**src/rtl/smpbank_pkg.sv**
```systemverilog
package smpbank_pkg;
    localparam int OFS_W = 9;
    localparam logic [OFS_W-1:0] OFS_GIE  = 9'h01C;
    localparam logic [OFS_W-1:0] OFS_STAT = 9'h020;
    localparam logic [OFS_W-1:0] OFS_IEN  = 9'h028;
    localparam logic [OFS_W-1:0] OFS_CTRL = 9'h100;
    localparam logic [OFS_W-1:0] OFS_DATA = 9'h104;
    localparam logic [OFS_W-1:0] OFS_OCC  = 9'h108;

    typedef enum logic [1:0] {
        BUS_IDLE    = 2'd0,
        BUS_ACK     = 2'd1,
        BUS_RECOVER = 2'd2
    } bus_state_t;
endpackage

```
**src/rtl/bus_fsm.sv**
```systemverilog
module bus_fsm
    import smpbank_pkg::*;
(
    input  logic clk,
    input  logic rst,
    input  logic sel,
    output logic ack
);
    bus_state_t state, state_nx;

    always_ff @(posedge clk) begin
        if (rst) state <= BUS_IDLE;
        else     state <= state_nx;
    end

    always_comb begin
        state_nx = state;
        ack      = 1'b0;
        unique case (state)
            BUS_IDLE:    if (sel) state_nx = BUS_ACK;
            BUS_ACK: begin
                ack      = 1'b1;
                state_nx = BUS_RECOVER;
            end
            BUS_RECOVER: if (!sel) state_nx = BUS_IDLE;
            default:     state_nx = BUS_IDLE;
        endcase
    end

    // acknowledge lasts a single cycle
    assert_ack_single_R2: assert property (@(posedge clk) disable iff (rst)
        ack |=> !ack);
    // acknowledge only follows a sampled select
    assert_ack_after_sel_R2: assert property (@(posedge clk) disable iff (rst)
        $rose(ack) |-> $past(sel));
endmodule

```
**src/rtl/sample_fifo.sv**
```systemverilog
module sample_fifo #(
    parameter int DEPTH = 16,
    parameter int W     = 16
) (
    input  logic             clk,
    input  logic             rst,
    input  logic             push,
    input  logic [W-1:0]     din,
    input  logic             pop,
    output logic [W-1:0]     head,
    output logic             empty,
    output logic             full,
    output logic [$clog2(DEPTH+1)-1:0] count
);
    localparam int PTR_W = $clog2(DEPTH);
    localparam int CNT_W = $clog2(DEPTH+1);
    localparam logic [PTR_W-1:0] PTR_LAST = PTR_W'(DEPTH-1);
    localparam logic [CNT_W-1:0] CNT_MAX  = CNT_W'(DEPTH);

    logic [W-1:0]     mem [DEPTH];
    logic [PTR_W-1:0] wr_ptr, rd_ptr;
    logic             do_push, do_pop;

    assign empty   = (count == '0);
    assign full    = (count == CNT_MAX);
    assign do_push = push && !full;
    assign do_pop  = pop && !empty;
    assign head    = mem[rd_ptr];

    always_ff @(posedge clk) begin
        if (do_push) mem[wr_ptr] <= din;
    end

    always_ff @(posedge clk) begin
        if (rst) begin
            wr_ptr <= '0;
            rd_ptr <= '0;
            count  <= '0;
        end else begin
            if (do_push) wr_ptr <= (wr_ptr == PTR_LAST) ? '0 : wr_ptr + 1'b1;
            if (do_pop)  rd_ptr <= (rd_ptr == PTR_LAST) ? '0 : rd_ptr + 1'b1;
            if (do_push && !do_pop)      count <= count + 1'b1;
            else if (do_pop && !do_push) count <= count - 1'b1;
        end
    end

    assert_no_overflow_R7: assert property (@(posedge clk) disable iff (rst)
        count <= CNT_MAX);
    assert_full_drop_R7: assert property (@(posedge clk) disable iff (rst)
        (full && push && !pop) |=> (count == CNT_MAX));
    assert_empty_pop_R5: assert property (@(posedge clk) disable iff (rst)
        (empty && pop && !push) |=> (count == '0));
endmodule

```
**src/rtl/sample_regbank.sv**
```systemverilog
module sample_regbank
    import smpbank_pkg::*;
#(
    parameter int ADDR_W = 12,
    parameter int DEPTH  = 16,
    parameter int SMP_W  = 16,
    parameter int SM_W   = 4
) (
    input  logic              clk,
    input  logic              rst,
    input  logic              bus_sel,
    input  logic              bus_rnw,
    input  logic [ADDR_W-1:0] bus_addr,
    input  logic [31:0]       bus_wdata,
    output logic [31:0]       bus_rdata,
    output logic              bus_ack,
    input  logic              smp_wr,
    input  logic [SMP_W-1:0]  smp_data,
    output logic              smp_full,
    output logic              conv_en,
    output logic [SM_W-1:0]   settle_mult,
    output logic              irq
);
    localparam int CNT_W = $clog2(DEPTH+1);

    logic              ack;
    logic [OFS_W-1:0]  ofs;
    logic              wr_hit, rd_hit, tog_hit, pop_req;
    logic [SMP_W-1:0]  fifo_head;
    logic              fifo_empty, fifo_full;
    logic [CNT_W-1:0]  fifo_count, occ;
    logic              gie, ien, stat_ne;

    bus_fsm u_fsm (.clk(clk), .rst(rst), .sel(bus_sel), .ack(ack));

    assign ofs     = bus_addr[OFS_W-1:0];
    assign wr_hit  = ack && !bus_rnw;
    assign rd_hit  = ack && bus_rnw;
    assign pop_req = rd_hit && (ofs == OFS_DATA);
    assign tog_hit = wr_hit && (ofs == OFS_STAT) && bus_wdata[0];

    sample_fifo #(.DEPTH(DEPTH), .W(SMP_W)) u_fifo (
        .clk(clk), .rst(rst), .push(smp_wr), .din(smp_data), .pop(pop_req),
        .head(fifo_head), .empty(fifo_empty), .full(fifo_full), .count(fifo_count)
    );

    always_ff @(posedge clk) begin
        if (rst) begin
            gie         <= 1'b0;
            ien         <= 1'b0;
            conv_en     <= 1'b0;
            settle_mult <= '0;
        end else if (wr_hit) begin
            if (ofs == OFS_GIE) gie <= bus_wdata[31];
            if (ofs == OFS_IEN) ien <= bus_wdata[0];
            if (ofs == OFS_CTRL) begin
                conv_en     <= bus_wdata[31];
                settle_mult <= bus_wdata[SM_W-1:0];
            end
        end
    end

    always_ff @(posedge clk) begin
        if (rst)          stat_ne <= 1'b0;
        else if (tog_hit) stat_ne <= ~stat_ne;
        else              stat_ne <= ~fifo_empty;
    end

    assign occ = fifo_empty ? '0 : fifo_count - 1'b1;

    always_comb begin
        bus_rdata = '0;
        if (rd_hit) begin
            unique case (ofs)
                OFS_GIE:  bus_rdata[31] = gie;
                OFS_STAT: bus_rdata[0]  = stat_ne;
                OFS_IEN:  bus_rdata[0]  = ien;
                OFS_CTRL: begin
                    bus_rdata[31]       = conv_en;
                    bus_rdata[SM_W-1:0] = settle_mult;
                end
                OFS_DATA: if (!fifo_empty) bus_rdata[SMP_W-1:0] = fifo_head;
                OFS_OCC:  bus_rdata[CNT_W-1:0] = occ;
                default:  bus_rdata = '0;
            endcase
        end
    end

    assign bus_ack  = ack;
    assign smp_full = fifo_full;
    assign irq      = gie && ien && stat_ne;

    // status tracks the queue one cycle behind when not toggled
    assert_stat_follow_R8: assert property (@(posedge clk) disable iff (rst)
        !tog_hit |=> (stat_ne == $past(!fifo_empty)));
    // a toggle write inverts the status bit
    assert_stat_toggle_R9: assert property (@(posedge clk) disable iff (rst)
        tog_hit |=> (stat_ne != $past(stat_ne)));
    // no read data outside an acknowledged read
    assert_rdata_idle_R1: assert property (@(posedge clk) disable iff (rst)
        !bus_ack |-> (bus_rdata == 32'd0));
endmodule

```
**config.mk**
```make
export PLATFORM = sky130hd
export DESIGN_NAME = sample_regbank
export DESIGN_NICKNAME = d
export VERILOG_FILES = /design/src/rtl/smpbank_pkg.sv /design/src/rtl/bus_fsm.sv /design/src/rtl/sample_fifo.sv /design/src/rtl/sample_regbank.sv
export SDC_FILE = /design/constraint.sdc
export NUM_CORES = 1
export LEC_CHECK = 0
export ABC_AREA = 0
export BUFFER_PORTS_ARGS = -buffer_cell sky130_fd_sc_hd__buf_2
export CAP_MARGIN = 20
export CORE_MARGIN = 1.5
export CORE_UTILIZATION = 56
export DETAILED_ROUTE_END_ITERATION = 10
export PLACE_DENSITY = 0.76
export SYNTH_ARGS = -nofsm -noshare
export SYNTH_HDL_FRONTEND = slang
export SYNTH_SLANG_ARGS = --single-unit
```
**constraint.sdc**
```tcl
create_clock -name clk -period 3.4 [get_ports clk]
set_clock_uncertainty 0.1 [all_clocks]
set_input_delay 0.51 -clock clk [delete_from_list [all_inputs] [get_ports clk]]
set_output_delay 0.51 -clock clk [all_outputs]
set_load 0.1 [all_outputs]
```
==> results.cfg <==
[status]
outcome = completed

[power]
swShare = 0.211
power.total_uw = 7420
ir_worst_vdd_mv = 0.464
p_leak_uw = 0.00442
p_sw_uw = 1560
pwr-share-clk = 0.418
combPwrFrac = 0.057
seq_power_share = 0.524
p_per_area_nw_per_um2 = 550
p_int_uw = 5860

[critical_path]
r2r_start = u_fifo.count[0]
cp.arrival_ns = 2.65
path_class = reg -> out
worstSetupStartpointType = register
worstPathRequired_ns = 2.79
worst_setup_path_end_kind = output port
path_max_fanout = 36

[cts]
h-tree-depth = 1
cts.clk_slew.worst_paths_ns = 0.06
cts_tree = built
cts_made_buffers = 28
hold_buffers = 0
cts.sinks = 283
clk_latency_ns = 0.53
clk_path_buf_depth = 3
cts-root-buf = clkbuf_16

[logic_synthesis]
synth_top_area_cell = edfxtp_1
synth_cell_types = 52
synth_area_sq_um = 11500
synth_cells = 607
yosys_warnings = 0
seq_area_frac_synth = 0.717
synth_ff_type = edfxtp_1
ys_seq_elements = 283
synth.top_cells.by_area = edfxtp_1 67%, mux4_2 14%, dfxtp_1 4.7%, mux2i_1 2.1%, buf_4 1.3%
synth_edf_count = 256
async_flop_share = 0
synth.avg_cell_area_sq_um = 18.9
netlist.area_leader.share = 0.670

[sta]
hold_viol = 0
worst_hold_slack_ns = 0.121
fin_crit_ns = 3.26
setup_viol = 0
rsz0062_at_grt = false
slew_headroom = 0.472
slew_violations = 0
finalCritPeriodShare = 0.959
fmax_mhz = 307
fin_tns_setup_ns = 0
tightest_slew_ns = 0.790

[layout]
nets = 772
multi_input_area_sq_um = 3060
ff_latch_area_sq_um = 8240
syn_to_final_growth_pct = 17.6
fin_cells = 992
nFillCells = 1292
layout-drive-gt1-share = 0.316

[grt]
grt_pass1_vias = 6275
grt-ovfl-total = 0
grt_max_degree = 37
track_usage = 0.226
antenna_found_initial = 1
grt_pass1_wl_um = 36200

[placed_design]
dp.cells = 939
routabilityCongestion = 0.879
portBuffers = 59
dp.final_hpwl_um = 14300

[floorplanning]
die-area_sq_um = 21400
core_sq_um = 20200
die_w_um = 146
initial_core_util = 0.569
dieHeight_um = 146
ios = 105
row_count = 52

[hold_path]
min_from = bus_wdata[1]
hold_class = in -> reg

[detailed_routing]
first_pass_iters = 5
viasPerCell = 5.98
wire_per_inst_um = 23.4
vias = 5931
drt_iter0_markers = 452
routed_wl_um = 23200
drc = 0
postRouteAntennaNets = 0

[run]
cap_violations = 0
-- layer usage --
metal,GRT usage,share of wire,vias up
met5,0,0,-
met3,0.0406,0.075,57
met1,0.298,0.39,3004
li1,-,-,2596
met2,0.381,0.50,274
met4,0.0854,0.036,0
-- Yosys cell counts (3+ instances only) --
cell type,count
mux2i_1,24
nor2b_1,14
and2_1,6
dfxtp_1,27
ha_1,8
mux2_2,3
clkbuf_1,15
a22oi_1,3
nand3_1,10
nand4_1,5
nand2_1,13
xor2_1,5
mux4_2,71
nand2b_1,3
nand3b_1,4
buf_2,4
nor3_1,7
nor4_1,4
a21oi_1,21
buf_4,20
nor2_1,30
buf_6,4
inv_1,12
o21ai_0,5
edfxtp_1,256
-- cell families (layout without fill, tap and decap cells) --
logic type | Yosys count | count (layout) | synth area share
fa+ha+maj | 8 | 8 | 0.00872
other cells | 1 | 16 | 0.000327
buf+inv | 56 | 156 | 0.0280
flops | 283 | 283 | 0.717
simple gates | 115 | 115 | 0.0567
compound gates | 38 | 38 | 0.0201
xor+xnor | 7 | 7 | 0.00534
mux | 99 | 99 | 0.164
-- area by class of cell --
cell class,instances,share of cell area
Timing Repair Buffer,92,0.0652
Antenna cell,1,0.000185
Multi-Input combinational cell,282,0.227
Clock buffer,35,0.0554
Tap cell,270,0.0250
Clock inverter,17,0.0142
Sequential cell,283,0.610
Inverter,12,0.00334
-- flip-flops by register name (all words and copies together) (netlist names), named ones only --
name           cells
u_fsm.state        2
settle_mult        4
u_fifo.rd_ptr      4
ien                1
u_fifo.mem       256
gie                1
stat_ne            1
u_fifo.wr_ptr      4
u_fifo.count       5
conv_en            1
-- power by group through the flow --
stage	registers (uW)	clock network, uW	logic (uW)
after global routing	3890	3300	460
final	3890	3100	426
after floorplan	3950	0	302
after global placement	3960	0	399
after CTS	3890	3150	420
after detailed placement	3960	0	417
-- critical path, stage by stage (launching register included) --
cell     delay (ns)
dfxtp_4        0.38
buf_12         0.27
mux4_2         0.58
mux4_2         0.46
nor2b_1        0.19
buf_12         0.20
-- layout by cell type, fill, tap and decap left out, types with 7 or more instances in the layout --
cell type,n
conb_1,15
edfxtp_1,256
clkinv_1,7
mux4_2,71
mux2i_1,24
nor2_1,26
buf_2,44
nor2b_1,14
nand2_1,13
a21oi_1,19
clkbuf_16,29
nand3_1,10
inv_1,12
ha_1,8
buf_12,24
buf_4,24
dfxtp_1,25
-- stage by stage --
step	area (sq um)	setup WS, ns	util
after floorplan	11500	-0.0923	-
after global placement	12500	0.521	0.622
after detailed placement	12500	0.525	0.622
after CTS	13500	0.0831	0.669
after global routing	13500	0.0276	0.669
final	13500	0.141	0.669
-- path summary, 6_finish.rpt --
| check | slack (ns) | endpoint | cells after the start |
|---|---|---|---|
| hold / removal | 0.12 | settle_mult[1] | 3 |
| setup / recovery | 0.14 | bus_rdata[11] | 5 |
| setup reg to reg | 0.50 | u_fifo.mem[15][9] | 8 |
| hold reg to reg | 0.37 | u_fsm.state[0] | 1 |
-- repair_timing --
action                                  in CTS  in global routing
endpoints found under the setup margin       3                 14
buffers inserted                             0                  0
resized for setup                            1                  1
endpoints found under the hold margin        0                  0
Note: power is estimated with default switching activity, not from simulation.
